[src/rtl/spi_hps_pkg.sv]
// Package: shared phase type, header-count layout and line-width codes.
// Assumes: header counts are at most 3 bits wide.
package spi_hps_pkg;

    localparam int HIDX_W = 3;

    typedef enum logic [2:0] {
        PH_IDLE  = 3'd0,
        PH_INST  = 3'd1,
        PH_ADDR  = 3'd2,
        PH_MODE  = 3'd3,
        PH_DUMMY = 3'd4,
        PH_DATA  = 3'd5
    } phase_t;

    localparam logic [1:0] LN_X1 = 2'd0;
    localparam logic [1:0] LN_X2 = 2'd1;
    localparam logic [1:0] LN_X4 = 2'd2;

    typedef struct packed {
        logic [1:0] ins;
        logic [2:0] adr;
        logic [1:0] mde;
        logic [2:0] dmy;
    } hdr_cnt_t;

    // Pull the four phase counts out of the packed count word.
    function automatic hdr_cnt_t unpack_cnt(input logic [15:0] w);
        hdr_cnt_t c;
        c.ins = w[1:0];
        c.adr = w[6:4];
        c.mde = w[9:8];
        c.dmy = w[14:12];
        return c;
    endfunction

    // Map the two-bit width select to a line-count code.
    function automatic logic [1:0] width_code(input logic [1:0] sel);
        case (sel)
            2'b00:   return LN_X1;
            2'b01:   return LN_X2;
            default: return LN_X4;
        endcase
    endfunction

endpackage

[src/rtl/hps_hdr_pick.sv]
// Module: hps_hdr_pick
// Chooses the header byte for the current phase and byte index: most
// significant first out of the low bytes of the phase register, with
// zero bytes for positions beyond the register. Also returns the index
// of the last byte of the phase.
// Assumes: idx never exceeds last_idx while a header phase is active.
module hps_hdr_pick
    import spi_hps_pkg::*;
#(
    parameter int REG_W = 32
) (
    input  phase_t             phase,
    input  logic [HIDX_W-1:0]  idx,
    input  hdr_cnt_t           cnt,
    input  logic [REG_W-1:0]   instr,
    input  logic [REG_W-1:0]   addr,
    input  logic [REG_W-1:0]   mode,
    output logic [7:0]         hbyte,
    output logic [HIDX_W-1:0]  last_idx
);

    logic [HIDX_W-1:0] n;
    logic [HIDX_W-1:0] pos;
    logic [REG_W-1:0]  src;

    // Select the count and source register of the active phase.
    always_comb begin
        case (phase)
            PH_INST:  begin n = {1'b0, cnt.ins}; src = instr; end
            PH_ADDR:  begin n = cnt.adr;         src = addr;  end
            PH_MODE:  begin n = {1'b0, cnt.mde}; src = mode;  end
            PH_DUMMY: begin n = cnt.dmy;         src = '0;    end
            default:  begin n = '0;              src = '0;    end
        endcase
    end

    // Byte position counted from the least significant end.
    always_comb begin
        pos      = n - HIDX_W'(1) - idx;
        last_idx = n - HIDX_W'(1);
        hbyte    = 8'(src >> {pos, 3'b000});
    end

endmodule

[src/rtl/hps_tx_hold.sv]
// Module: hps_tx_hold
// Holds one transmit word and hands it out a byte at a time, least
// significant byte first. It frees itself after the last byte.
// Assumes: load is asserted only while have is low.
module hps_tx_hold #(
    parameter int WORD_W = 32,
    localparam int NB = WORD_W / 8,
    localparam int LW = (NB > 1) ? $clog2(NB) : 1
) (
    input  logic              clk,
    input  logic              rst_n,
    input  logic              clr,
    input  logic              load,
    input  logic [WORD_W-1:0] din,
    input  logic              adv,
    output logic              have,
    output logic [7:0]        tbyte
);

    logic [WORD_W-1:0] word;
    logic [LW-1:0]     lane;

    // Load a word, then step through its bytes as the shifter takes them.
    always_ff @(posedge clk) begin
        if (!rst_n || clr) begin
            word <= '0;
            lane <= '0;
            have <= 1'b0;
        end else if (load) begin
            word <= din;
            lane <= '0;
            have <= 1'b1;
        end else if (adv && have) begin
            lane <= lane + LW'(1);
            if (lane == LW'(NB - 1)) have <= 1'b0;
        end
    end

    // Current outgoing byte.
    always_comb tbyte = word[lane*8 +: 8];

    p_load_when_empty_r5: assert property (@(posedge clk) disable iff (!rst_n)
        load |-> !have);

endmodule

[src/rtl/hps_rx_pack.sv]
// Module: hps_rx_pack
// Packs received bytes least significant first into a word. It pushes
// after the last lane or the final byte of the read, with the bytes not
// filled left at zero.
// Assumes: clr is pulsed at the start of every transaction.
module hps_rx_pack #(
    parameter int WORD_W = 32,
    localparam int NB = WORD_W / 8,
    localparam int LW = (NB > 1) ? $clog2(NB) : 1
) (
    input  logic              clk,
    input  logic              rst_n,
    input  logic              clr,
    input  logic              bvld,
    input  logic [7:0]        bin,
    input  logic              last,
    output logic              push,
    output logic [WORD_W-1:0] word
);

    logic [WORD_W-1:0] acc;
    logic [WORD_W-1:0] merged;
    logic [LW-1:0]     lane;

    // Accumulator with the incoming byte dropped into its lane.
    always_comb begin
        merged = acc;
        merged[lane*8 +: 8] = bin;
    end

    // Collect bytes and emit a word at a lane wrap or at the end of the read.
    always_ff @(posedge clk) begin
        if (!rst_n || clr) begin
            acc  <= '0;
            lane <= '0;
            push <= 1'b0;
            word <= '0;
        end else begin
            push <= 1'b0;
            if (bvld) begin
                if (lane == LW'(NB - 1) || last) begin
                    word <= merged;
                    push <= 1'b1;
                    acc  <= '0;
                    lane <= '0;
                end else begin
                    acc  <= merged;
                    lane <= lane + LW'(1);
                end
            end
        end
    end

    p_lane_restart_r6: assert property (@(posedge clk) disable iff (!rst_n)
        push |-> lane == '0);

endmodule

[src/rtl/spi_hdr_seq.sv]
// Module: spi_hdr_seq
// Sequences one half-duplex SPI transaction through instruction,
// address, mode, dummy and data phases. It offers bytes to a byte-serial
// shifter. Counts, direction and widths are latched at start. The
// instruction, address and mode registers are read live and must stay
// steady while busy.
module spi_hdr_seq
    import spi_hps_pkg::*;
#(
    parameter int RD_LEN_W = 16,
    parameter int WORD_W   = 32
) (
    input  logic                clk,
    input  logic                rst_n,
    input  logic [31:0]         cfg_instr,
    input  logic [31:0]         cfg_addr,
    input  logic [31:0]         cfg_mode,
    input  logic [15:0]         cfg_hdr_cnt,
    input  logic [RD_LEN_W-1:0] cfg_rd_len,
    input  logic                cfg_write,
    input  logic [1:0]          cfg_data_width,
    input  logic                cfg_addr_quad,
    input  logic                ctl_start,
    input  logic                ctl_stop,
    output logic                busy,
    input  logic                tx_valid,
    input  logic [WORD_W-1:0]   tx_word,
    output logic                tx_pop,
    output logic                rx_push,
    output logic [WORD_W-1:0]   rx_word,
    output logic                sh_valid,
    input  logic                sh_ready,
    output logic [7:0]          sh_byte,
    output logic                sh_drive,
    output logic [1:0]          sh_lanes,
    input  logic [7:0]          sh_rdata
);

    phase_t              phase;
    logic [HIDX_W-1:0]   idx;
    hdr_cnt_t            cnt_q;
    hdr_cnt_t            cnt_in;
    logic                wr_q;
    logic                aq_q;
    logic [1:0]          wd_q;
    logic [RD_LEN_W-1:0] rd_left;

    logic                in_hdr;
    logic                in_data;
    logic                fire;
    logic                start_go;
    logic [7:0]          hbyte;
    logic [HIDX_W-1:0]   last_idx;
    logic                tx_have;
    logic [7:0]          tbyte;
    logic                unused_hdr_bits;

    // Next non-empty phase after 'from'; data only if it has work to do.
    function automatic phase_t advance(input phase_t from, input hdr_cnt_t c,
                                       input logic wr, input logic rd_zero);
        if (from < PH_INST  && c.ins != '0) return PH_INST;
        if (from < PH_ADDR  && c.adr != '0) return PH_ADDR;
        if (from < PH_MODE  && c.mde != '0) return PH_MODE;
        if (from < PH_DUMMY && c.dmy != '0) return PH_DUMMY;
        if (from < PH_DATA  && (wr || !rd_zero)) return PH_DATA;
        return PH_IDLE;
    endfunction

    // Decode the count word and the phase-level strobes.
    always_comb begin
        cnt_in          = unpack_cnt(cfg_hdr_cnt);
        unused_hdr_bits = ^{cfg_hdr_cnt[15], cfg_hdr_cnt[11:10],
                            cfg_hdr_cnt[7], cfg_hdr_cnt[3:2]};
        in_hdr   = phase inside {PH_INST, PH_ADDR, PH_MODE, PH_DUMMY};
        in_data  = (phase == PH_DATA);
        busy     = (phase != PH_IDLE);
        start_go = (phase == PH_IDLE) && ctl_start;
    end

    hps_hdr_pick #(.REG_W(32)) u_pick (
        .phase    (phase),
        .idx      (idx),
        .cnt      (cnt_q),
        .instr    (cfg_instr),
        .addr     (cfg_addr),
        .mode     (cfg_mode),
        .hbyte    (hbyte),
        .last_idx (last_idx)
    );

    hps_tx_hold #(.WORD_W(WORD_W)) u_tx (
        .clk   (clk),
        .rst_n (rst_n),
        .clr   (start_go),
        .load  (tx_pop),
        .din   (tx_word),
        .adv   (fire && in_data && wr_q),
        .have  (tx_have),
        .tbyte (tbyte)
    );

    hps_rx_pack #(.WORD_W(WORD_W)) u_rx (
        .clk   (clk),
        .rst_n (rst_n),
        .clr   (start_go),
        .bvld  (fire && in_data && !wr_q),
        .bin   (sh_rdata),
        .last  (rd_left == RD_LEN_W'(1)),
        .push  (rx_push),
        .word  (rx_word)
    );

    // Shifter-side byte offer, direction and line count.
    always_comb begin
        sh_valid = in_hdr || (in_data && (!wr_q || tx_have));
        fire     = sh_valid && sh_ready;
        tx_pop   = in_data && wr_q && !tx_have && !ctl_stop && tx_valid;
        sh_drive = (phase inside {PH_INST, PH_ADDR, PH_MODE}) || (in_data && wr_q);
        if (in_data)                sh_byte = wr_q ? tbyte : 8'h00;
        else if (phase == PH_DUMMY) sh_byte = 8'h00;
        else                        sh_byte = hbyte;
        case (phase)
            PH_ADDR:           sh_lanes = aq_q ? LN_X4 : LN_X1;
            PH_DUMMY, PH_DATA: sh_lanes = width_code(wd_q);
            default:           sh_lanes = LN_X1;
        endcase
    end

    // Phase sequencer: latch setup at start, walk the phases, end on count or stop.
    always_ff @(posedge clk) begin
        if (!rst_n) begin
            phase   <= PH_IDLE;
            idx     <= '0;
            cnt_q   <= '0;
            wr_q    <= 1'b0;
            aq_q    <= 1'b0;
            wd_q    <= 2'b00;
            rd_left <= '0;
        end else begin
            case (phase)
                PH_IDLE: if (ctl_start) begin
                    cnt_q   <= cnt_in;
                    wr_q    <= cfg_write;
                    aq_q    <= cfg_addr_quad;
                    wd_q    <= cfg_data_width;
                    rd_left <= cfg_rd_len;
                    idx     <= '0;
                    phase   <= advance(PH_IDLE, cnt_in, cfg_write, cfg_rd_len == '0);
                end
                PH_INST, PH_ADDR, PH_MODE, PH_DUMMY: if (fire) begin
                    if (idx == last_idx) begin
                        idx   <= '0;
                        phase <= advance(phase, cnt_q, wr_q, rd_left == '0);
                    end else begin
                        idx <= idx + HIDX_W'(1);
                    end
                end
                PH_DATA: begin
                    if (wr_q) begin
                        if (!tx_have && ctl_stop) phase <= PH_IDLE;
                    end else if (fire) begin
                        rd_left <= rd_left - RD_LEN_W'(1);
                        if (rd_left == RD_LEN_W'(1)) phase <= PH_IDLE;
                    end
                end
                default: phase <= PH_IDLE;
            endcase
        end
    end

    p_idx_in_phase_r1: assert property (@(posedge clk) disable iff (!rst_n)
        in_hdr |-> idx <= last_idx);

    p_read_has_bytes_r6: assert property (@(posedge clk) disable iff (!rst_n)
        (in_data && !wr_q) |-> rd_left != '0);

    p_write_ends_on_stop_r7: assert property (@(posedge clk) disable iff (!rst_n)
        ($fell(busy) && wr_q) |-> $past(ctl_stop));

    p_byte_held_r10: assert property (@(posedge clk) disable iff (!rst_n)
        (sh_valid && !sh_ready) |=> (sh_valid && $stable(sh_byte)));

    p_no_push_in_write_r3: assert property (@(posedge clk) disable iff (!rst_n)
        wr_q |-> !rx_push);

endmodule

[config.mk]
export PLATFORM = sky130hd
export DESIGN_NAME = spi_hdr_seq
export DESIGN_NICKNAME = d
export VERILOG_FILES = /design/src/rtl/spi_hps_pkg.sv /design/src/rtl/hps_hdr_pick.sv /design/src/rtl/hps_tx_hold.sv /design/src/rtl/hps_rx_pack.sv /design/src/rtl/spi_hdr_seq.sv
export SDC_FILE = /design/constraint.sdc
export NUM_CORES = 1
export LEC_CHECK = 0
export BUFFER_PORTS_ARGS = -buffer_cell sky130_fd_sc_hd__buf_2
export CAP_MARGIN = 25
export CORE_MARGIN = 2
export CORE_UTILIZATION = 56
export DETAILED_ROUTE_END_ITERATION = 6
export GPL_ROUTABILITY_DRIVEN = 0
export PLACE_DENSITY_LB_ADDON = 0.08
export SETUP_SLACK_MARGIN = 0.02
export SLEW_MARGIN = 10
export SYNTH_ARGS = -nofsm -noshare
export SYNTH_HDL_FRONTEND = slang
export SYNTH_SLANG_ARGS = --single-unit
[constraint.sdc]
create_clock -name clk -period 7.3 [get_ports clk]
set_clock_uncertainty 0.15 [all_clocks]
set_input_delay 0.365 -clock clk [delete_from_list [all_inputs] [get_ports clk]]
set_output_delay 0.365 -clock clk [all_outputs]
set_load 0.01 [all_outputs]
Yosys cells after proc, flatten, opt, wreduce, memory -nomap -nowiden
Index checks and enable logic that the tools add are counted.
{"block": "op_classes", "add_sub_neg": 7, "multipliers": 0, "div": 0, "magnitude_cmp": 5, "n_eq_ne": 18, "shift": 4, "mux": 123, "n_bitwise": 1, "n_reduce_logical": 59}
{"cell": "3-bit two-way mux", "count": 37}
{"cell": "32-bit case mux with 3 select lines", "count": 1}
{"cell": "1-bit two-way mux", "count": 69}
{"cell": "16-bit two-way mux", "count": 3}
{"cell": "5-bit negator with 34-bit output", "count": 1}
{"cell": "8-bit by 34-bit variable shift with 32-bit output, first input constant", "count": 1}
{"cell": "8-bit by 34-bit indexed part select with 32-bit output", "count": 1}
{"cell": "32-bit bitwise mux", "count": 1}
{"cell": "16-bit zero test", "count": 2}
{"cell": "32-bit two-way mux", "count": 1}
{"cell": "16-bit case mux with 2 select lines", "count": 1}
{"cell": "32-bit by 6-bit indexed part select with 8-bit output", "count": 1}
{"cell": "32-bit by 6-bit >> shifter with 8-bit output", "count": 1}
{"cell": "8-bit two-way mux", "count": 3}
{"cell": "3-bit nonzero test", "count": 6}
{"cell": "1-bit logical AND", "count": 17}
{"cell": "16-bit by 1-bit == test with 1-bit output, second input constant", "count": 1}
{"cell": "2-bit nonzero test", "count": 8}
{"cell": "16-bit by 1-bit subtractor with 16-bit output, second input constant", "count": 1}
{"cell": "3-bit case mux with 4 select lines", "count": 1}
{"cell": "3-bit by 2-bit != test with 1-bit output, second input constant", "count": 3}
{"cell": "3-bit case mux with 3 select lines", "count": 1}
{"cell": "2-bit != test, second input constant", "count": 4}
{"cell": "2-bit case mux with 2 select lines", "count": 2}
{"cell": "other kinds (28)", "count": 50}
{"block": "word_totals", "reg_bits": 138, "latchBits": 0, "ramBits": 0, "mem_bits_ro": 0, "in_bits": 178, "output_inout_bits": 47, "elab_cells": 234, "n_memories": 0}

Depth between registers and ports, before layout
Gate-level depths: netlist of run 1.
{"block": "logic_depth", "word_depth": 42, "depth_mapped": 15, "ltp_nobuf": 12}

Hierarchy
From an unflattened synthesis of run 1, not the netlist that was laid out.
{"block": "unflattened", "hier_cells": 847, "area_unflattened_um2": 7825.0}
{"mod": "hps_rx_pack", "n_inst": 1, "cells_each": 281, "area_each_um2": 2755.1, "seq_area_each_um2": 1341.3}
{"mod": "spi_hdr_seq", "n_inst": 1, "cells_each": 313, "area_each_um2": 2416.1, "seq_area_each_um2": 720.7}
{"mod": "hps_tx_hold", "n_inst": 1, "cells_each": 127, "area_each_um2": 1498.9, "seq_area_each_um2": 700.7}
{"mod": "hps_hdr_pick", "n_inst": 1, "cells_each": 126, "area_each_um2": 1154.9, "seq_area_each_um2": 0.0}

Worst setup path before layout of run 1
No wires, ideal clock.
{"block": "synth_timing", "path_kind": "reg-to-output", "start": "reg phase[0]", "end": "out sh_byte[0]", "arrival_time_ns": 3.029, "required_ns": 6.785, "path_slack_ns": 3.756, "path_stages_with_launch": 16, "path_buffers": 4, "path_cell_list": "dfxtp_1 buf_6 and3b_1 buf_4 buf_4 buf_4 a32o_1 a221oi_1 ha_1 inv_1 fa_1 nand2_1 a211oi_1 a31oi_1 nand3_1 o21ai_1"}
{"block": "synth_between", "elab_chain_cells": 7, "word_cells_on_any_way": 12, "classes_between": "add/sub (2); eq/ne (5); shift (1); mux (4)"}
{"item": "start: declaration", "line_no": "spi_hdr_seq.sv:39", "source": "phase_t phase;"}
{"item": "start signal: assignment", "line_no": "spi_hdr_seq.sv:148", "source": "phase <= advance(PH_IDLE, cnt_in, cfg_write, cfg_rd_len == '0);"}
{"item": "start signal: assignment", "line_no": "spi_hdr_seq.sv:153", "source": "phase <= advance(phase, cnt_q, wr_q, rd_left == '0);"}
{"item": "3-bit == test, or another cell as far along", "line_no": "hps_hdr_pick.sv:28, spi_hdr_seq.sv:120"}
{"item": "3-bit case mux with 4 select lines", "line_no": "hps_hdr_pick.sv:28", "source": "case (phase)"}
{"item": "3-bit by 1-bit subtractor with 3-bit output", "line_no": "hps_hdr_pick.sv:39", "source": "pos = n - HIDX_W'(1) - idx;"}
{"item": "3-bit subtractor", "line_no": "hps_hdr_pick.sv:39"}
{"item": "32-bit by 6-bit >> shifter with 8-bit output", "line_no": "hps_hdr_pick.sv:41", "source": "hbyte = 8'(src >> {pos, 3'b000});"}
{"item": "8-bit two-way mux", "line_no": "spi_hdr_seq.sv:120", "source": "else if (phase == PH_DUMMY) sh_byte = 8'h00;"}
{"item": "8-bit two-way mux *", "line_no": "spi_hdr_seq.sv:119", "source": "if (in_data) sh_byte = wr_q ? tbyte : 8'h00;"}
{"item": "end: declaration", "line_no": "spi_hdr_seq.sv:33", "source": "output logic [7:0] sh_byte,"}
Mark *: on every way between the ends. The rest lies on a longest branch, timed or not.

Worst setup path in the final report of run 1
{"block": "layout_timing", "start": "reg phase[1]", "end": "out sh_byte[6]"}
Same word-level chain as after synthesis.

==> results.sh, run 1 <==
export IMPL_status="finished clean"
export IMPL_cts_sinks=138
export IMPL_cts_tree="done"
export IMPL_final_cell_mix="218 x buf_2, 147 x nand2_1, 138 x dfxtp_1"
export IMPL_busiest_layer="met2"
export IMPL_clk_pin_slew_ns=0.06
export IMPL_drt_pass1_iter_count=5
export IMPL_ys_seq_area_share_pct=36.7
export IMPL_min_period_over_period_pct=62.6
export IMPL_cpPeakStageDelay_ns=0.78
export IMPL_grt_pass1_vias=6830
export IMPL_start_kind="flop"
export IMPL_ir_drop_uv=181
export IMPL_maxSlewHeadroom_pct=29.7
export IMPL_synth_seq_cells=138
export IMPL_r2r_start="phase[0]"
export IMPL_synth_edf_count=0
export IMPL_worstMarginPinSlew_ns=1.05
export IMPL_path_cells="and3b_1, buf_4, a32o_1, a221o_1, inv_1, ha_1, inv_1, fa_1, nor2b_1, nand3_1, nand3_1, o21ai_1, buf_2"
export IMPL_layout_commonest_cell="buf_2"
export IMPL_crit_slowest_cell="dfxtp_1"
export IMPL_fin_tns_setup_ns=0
export IMPL_crit_arrival_ns=4.05
export IMPL_crit_fanout=34
export IMPL_ioPinCount=225
export IMPL_syn_cell_area_um2=7520
export IMPL_numPortBuffers=218
export IMPL_setup_viol=0
export IMPL_synth_top_flop_cell="dfxtp_1"
export IMPL_vias_per_cell=5.72
export IMPL_slew_violations=0
export IMPL_fp_row_count=42
export IMPL_dpl_cell_area_um2=8530
export IMPL_antenna_found_initial=0
export IMPL_yosysWarnings=0
export IMPL_synthDistinctLibCells=69
export IMPL_postSynthCellCount=917
export IMPL_hold_path_class="primary input to flop"
export IMPL_synth_fp_nets=1110
export IMPL_routedWlPerCell_um=16.4
export IMPL_syn_area_per_cell_um2=8.20
export IMPL_first_iter_violations=639
export IMPL_holdBufCountCts=0
export IMPL_layout_nets=1288
export IMPL_post_cts_buffers=0
export IMPL_drtAntennaViolNets=0
export IMPL_die_w_um=120
export IMPL_wirelength_um=21100
export IMPL_met1_usage_pct=38.8
export IMPL_antennaDiodeCount=0
export IMPL_grt_util_met3_pct=6.13
export IMPL_drcViolationCount=0
export IMPL_cp_startpoint="phase[1]"
export IMPL_drive_gt1_share_pct=30.2
export IMPL_clock_latency_ns=0.43
export IMPL_core_um2=13200
export IMPL_cts_resized=0
export IMPL_powerDensity_nw_per_um2=308
export IMPL_period_needed_ns=4.57
export IMPL_path_class="flop to output pin"
export IMPL_start_util_pct=57.0
export IMPL_groute_usage_overall_pct=29.4
export IMPL_dp_cells=1251
export IMPL_grt_pass1_wl_um=33700
export IMPL_htree_levels=4
export IMPL_async_flop_share_pct=0
export IMPL_p_leak_nw=3.54
export IMPL_vias=7348
export IMPL_max_freq_mhz=219
export IMPL_final_cells=1284
export IMPL_final_area_um2=9210
export IMPL_die_y_um=120
export IMPL_grt_max_degree=70
export IMPL_cp_end_kind="output pin"
export IMPL_drv_cap=0
export IMPL_clock_path_buffers=2
export IMPL_holdCritStartpoint="tx_word[19]"
export IMPL_rsz0062_at_grt="no"
export IMPL_met2_usage_pct=47.9
export IMPL_critical_path_required_ns=6.78
export IMPL_fill_cells=1145
export IMPL_clock_root_buffer="clkbuf_16"
export IMPL_cts_made_buffers=17
export IMPL_finalHoldViolations=0
export IMPL_grt_ovfl_total=0
export IMPL_syn2layout_area_growth_pct=22.4
export IMPL_dp_hpwl_um=14500
export IMPL_die_area_um2=14400
## worst paths after layout
kind / end / slack (ns) / cells after the start
worst min-delay path: u_tx.word[19] / 0.02 / 3
worst min register to register: u_tx.word[11] / 0.30 / 2
worst max register to register: u_rx.acc[1] / 3.48 / 8
worst max-delay path: sh_byte[6] / 2.73 / 13
## Yosys cell counts (3+ instances only)
cell | n | area share, %
nor2_1 | 101 | 5.0
nor2b_1 | 36 | 3.0
buf_2 | 25 | 1.7
nor3_1 | 17 | 1.1
o21ai_1 | 12 | 0.80
buf_4 | 9 | 0.90
a21oi_1 | 94 | 6.3
inv_1 | 11 | 0.55
ha_1 | 14 | 2.3
a22o_1 | 9 | 1.0
xnor2_1 | 5 | 0.58
o31ai_1 | 3 | 0.30
buf_1 | 3 | 0.15
clkbuf_1 | 25 | 1.2
buf_6 | 8 | 1.2
dfxtp_1 | 138 | 37
a211oi_2 | 46 | 7.7
mux2i_1 | 4 | 0.53
a22oi_1 | 30 | 3.0
o21ai_0 | 20 | 1.3
and2_1 | 4 | 0.33
nor4_1 | 5 | 0.42
a211oi_1 | 30 | 3.0
nand3_1 | 39 | 2.6
mux4_2 | 8 | 2.4
a31oi_1 | 16 | 1.3
o21a_1 | 4 | 0.40
nand2_1 | 148 | 7.4
## worst max-delay path, delay by kind of cell (launching register included)
family | cells | cell delay (ns)
DFF | 1 | 0.78
buffers and inverters | 4 | 0.60
adders and majority gates | 2 | 0.82
AOI/OAI and AO/OA | 3 | 0.39
and+or+nand+nor | 4 | 1.03
## sequential cells by signal, summed over array words and instances, names as in the netlist
signal     flops
cnt_q         10
phase          3
rd_left       16
idx            3
u_rx.lane      2
u_tx.lane      2
wd_q           2
aq_q           1
u_rx.word     32
u_tx.word     32
wr_q           1
u_rx.push      1
u_tx.have      1
u_rx.acc      32
## final cells by class
cell class	count	area (um^2)	share of cell area, %
clock buffer	19	443	4.81
clock inverter	13	206	2.24
inverter	13	48.8	0.530
multi-input combinational	696	4330	47.1
sequential	138	2760	30.0
tap	176	220	2.39
timing repair buffer	229	1190	13.0
## metrics by stage
| stage | hold slack [ns] | setup WS, ns | utilization (%) | power, mW |
|---|---|---|---|---|
| CTS | 0.00611 | 2.70 | 69.6 | 2.84 |
| global placement | 0.289 | 3.27 | 64.7 | 1.87 |
| global route | 0.0199 | 2.47 | 69.8 | 3.00 |
| detailed placement | 0.296 | 3.17 | 64.7 | 1.89 |
| finish | 0.0165 | 2.73 | 69.8 | 2.84 |
| floorplan | 0.283 | 3.76 | - | 1.66 |
## routing by layer
layer	wire length, um	part of all wire [%]	vias up
met4	433	2.1	0
met3	1240	5.9	36
met2	10000	48	226
met5	0	0	-
li1	-	-	3632
met1	9390	44	3454
## logic make-up (layout without fill, tap and decap cells)
group,count (synthesis),count (layout),synth area share [%]
adder cells (fa/ha/maj),15,15,2.60
multiplexers,12,12,2.93
buffers and inverters,83,274,5.81
AO/OA/AOI/OAI,282,282,27.4
AND/OR/NAND/NOR,382,382,24.0
flip-flops,138,138,36.7
XOR/XNOR,5,5,0.582
## power by group
part / total (mW) / switching (mW) / internal, mW
combinational: 0.989 / 0.627 / 0.362
clock: 0.951 / 0.358 / 0.593
sequential: 0.896 / 0.0788 / 0.818
Note: power is estimated with default switching activity, not from simulation.
==> run 2: changes to the inputs <==
CORE_UTILIZATION = 47   (was 56)
clock period = 4.2 ns   (was 7.3 ns; I/O delays follow)
==> run 2 against run 1 <==
The run now ends with design-rule violations left. Sequential power up 72%. Hold slack worse by 0.0017 ns. First-iteration DRC count down 22%. Non-clock buffer count up 56. Count of clock-buffer cells in the layout unchanged. Via count up 1.4%. Critical path type unchanged. Critical endpoint is now sh_byte[2]. Largest power group unchanged.
==> results.sh, run 2 (synthesis results as in run 1) <==
export IMPL_fp_row_count=46
export IMPL_final_cells=1379
export IMPL_rsz0062_at_grt="no"
export IMPL_final_cell_mix="218 x buf_2, 147 x nand2_1, 138 x dfxtp_1"
export IMPL_layout_nets=1344
export IMPL_ir_drop_uv=416
export IMPL_path_class="flop to output pin"
export IMPL_path_cells="and3b_2, a32o_1, a221o_1, inv_1, ha_1, inv_1, fa_1, nand2_1, a211oi_1, a31oi_1, nand3_1, o21ai_1, buf_2"
export IMPL_layout_commonest_cell="buf_2"
export IMPL_crit_end="sh_byte[2]"
export IMPL_wirelength_um=21700
export IMPL_ioPinCount=225
export IMPL_top_regs="u_rx.acc x32, u_rx.word x32, u_tx.word x32"
export IMPL_dp_hpwl_um=14900
export IMPL_drcViolationCount=6
export IMPL_crit_slowest_cell="fa_1"
export IMPL_drv_cap=0
export IMPL_cts_made_buffers=17
export IMPL_cpPeakStageDelay_ns=0.48
export IMPL_worstMarginPinSlew_ns=0.994
export IMPL_r2r_end="phase[1]"
export IMPL_groute_usage_overall_pct=24.4
export IMPL_dp_cells=1296
export IMPL_drive_gt1_share_pct=29.3
export IMPL_first_iter_violations=501
export IMPL_timing_final_ws_setup_ns=0.241
export IMPL_critical_path_required_ns=3.84
export IMPL_p_leak_nw=3.70
export IMPL_slew_violations=0
export IMPL_vias_per_cell=5.40
export IMPL_max_freq_mhz=253
export IMPL_grt_ovfl_total=0
export IMPL_finalHoldViolations=0
export IMPL_die_w_um=131
export IMPL_htree_levels=4
export IMPL_cts_sinks=138
export IMPL_cp_startpoint="phase[1]"
export IMPL_vias=7452
export IMPL_grt_max_degree=69
export IMPL_min_period_over_period_pct=94.3
export IMPL_fin_tns_setup_ns=0
export IMPL_routedWlPerCell_um=15.7
export IMPL_hold_ws_ns=0.0148
export IMPL_antennaDiodeCount=0
export IMPL_crit_fanout=11
export IMPL_maxSlewHeadroom_pct=33.3
export IMPL_setup_viol=0
export IMPL_numPortBuffers=218
export IMPL_cp_end_kind="output pin"
export IMPL_r2r_start="phase[1]"
export IMPL_start_kind="flop"
export IMPL_die_y_um=131
export IMPL_grt_pass1_wl_um=33200
export IMPL_pre_cts_ws_ns=0.626
export IMPL_hold_path_class="primary input to flop"
export IMPL_finish_utilization_pct=61.5
export IMPL_period_needed_ns=3.96
export IMPL_violations="design-rule violations"
export IMPL_drtAntennaViolNets=0
export IMPL_powerDensity_nw_per_um2=490
export IMPL_clock_path_buffers=2
export IMPL_clk_pin_slew_ns=0.06
export IMPL_cpMostUsedCell="inv_1"
export IMPL_start_util_pct=47.7
export IMPL_clock_latency_ns=0.42
export IMPL_post_cts_buffers=0
export IMPL_syn2layout_area_growth_pct=28.9
export IMPL_status="finished with violations"
export IMPL_cts_tree="done"
export IMPL_r2r_slack_ns=1.18
export IMPL_antenna_found_initial=0
export IMPL_core_um2=15800
export IMPL_drt_pass1_iter_count=7
export IMPL_grt_pass1_vias=6624
export IMPL_die_area_um2=17000
export IMPL_reg2regPathDepth=12
export IMPL_crit_arrival_ns=3.60
export IMPL_clock_root_buffer="clkbuf_16"
run 2: worst min-delay path by stage:
| stage | cells past startpoint | end | slack, ns | start |
|---|---|---|---|---|
| 2_1_floorplan | 2 | u_tx.word[0] | 0.20 | tx_word[0] |
| 3_3_place_gp | 2 | u_tx.word[30] | 0.29 | u_tx.word[30] |
| 3_5_place_dp | 2 | u_tx.word[23] | 0.30 | u_tx.word[23] |
| 4_1_cts | 5 | rd_left[6] | 0.002 | cfg_rd_len[6] |
| 5_1_grt | 5 | rd_left[6] | 0.03 | cfg_rd_len[6] |
| 6_report | 5 | rd_left[6] | 0.01 | cfg_rd_len[6] |
run 2: cell type report:
| class | count | area, um^2 |
|---|---|---|
| fillers | 1473 | 6070 |
| inverters | 13 | 48.8 |
| flip-flops and latches | 138 | 2760 |
| clock inverters | 12 | 116 |
| multi-input cells | 696 | 4340 |
| well taps | 216 | 270 |
| clock buffers | 19 | 433 |
| repair buffers | 285 | 1720 |
run 2: worst max-delay path: cells and delay by family (launching register included):
kind	cells	cell delay (ns)
compound gates	5	0.97
fa+ha+maj	2	0.70
buf+inv	3	0.31
flops	1	0.44
simple gates	3	0.77
run 2: timing repair:
item / 4_1_cts / 5_1_grt
hold endpoints to repair: 57 / 0
hold buffers: 52 / 0
gates resized for setup: 0 / 4
setup endpoints to repair: 0 / 8
run 2: metrics by stage:
step / cell area [um^2] / total power [mW]
5_1_grt: 9700 / 5.06
3_3_place_gp: 8620 / 3.30
2_1_floorplan: 7520 / 2.88
4_1_cts: 9690 / 4.75
6_report: 9700 / 4.75
3_5_place_dp: 8620 / 3.30
run 2: routing by layer:
metal | global-route usage, % | vias up | share of wire, %
met1 | 34.0 | 3472 | 47
met4 | 7.32 | 0 | 1.4
met2 | 38.4 | 196 | 46
met3 | 5.09 | 26 | 5.4
li1 | - | 3758 | -
met5 | 0 | - | 0
run 2: power breakdown:
part | internal, mW | switching, mW
Sequential | 1.42 | 0.116
Combinational | 0.682 | 1.13
Clock | 0.817 | 0.588
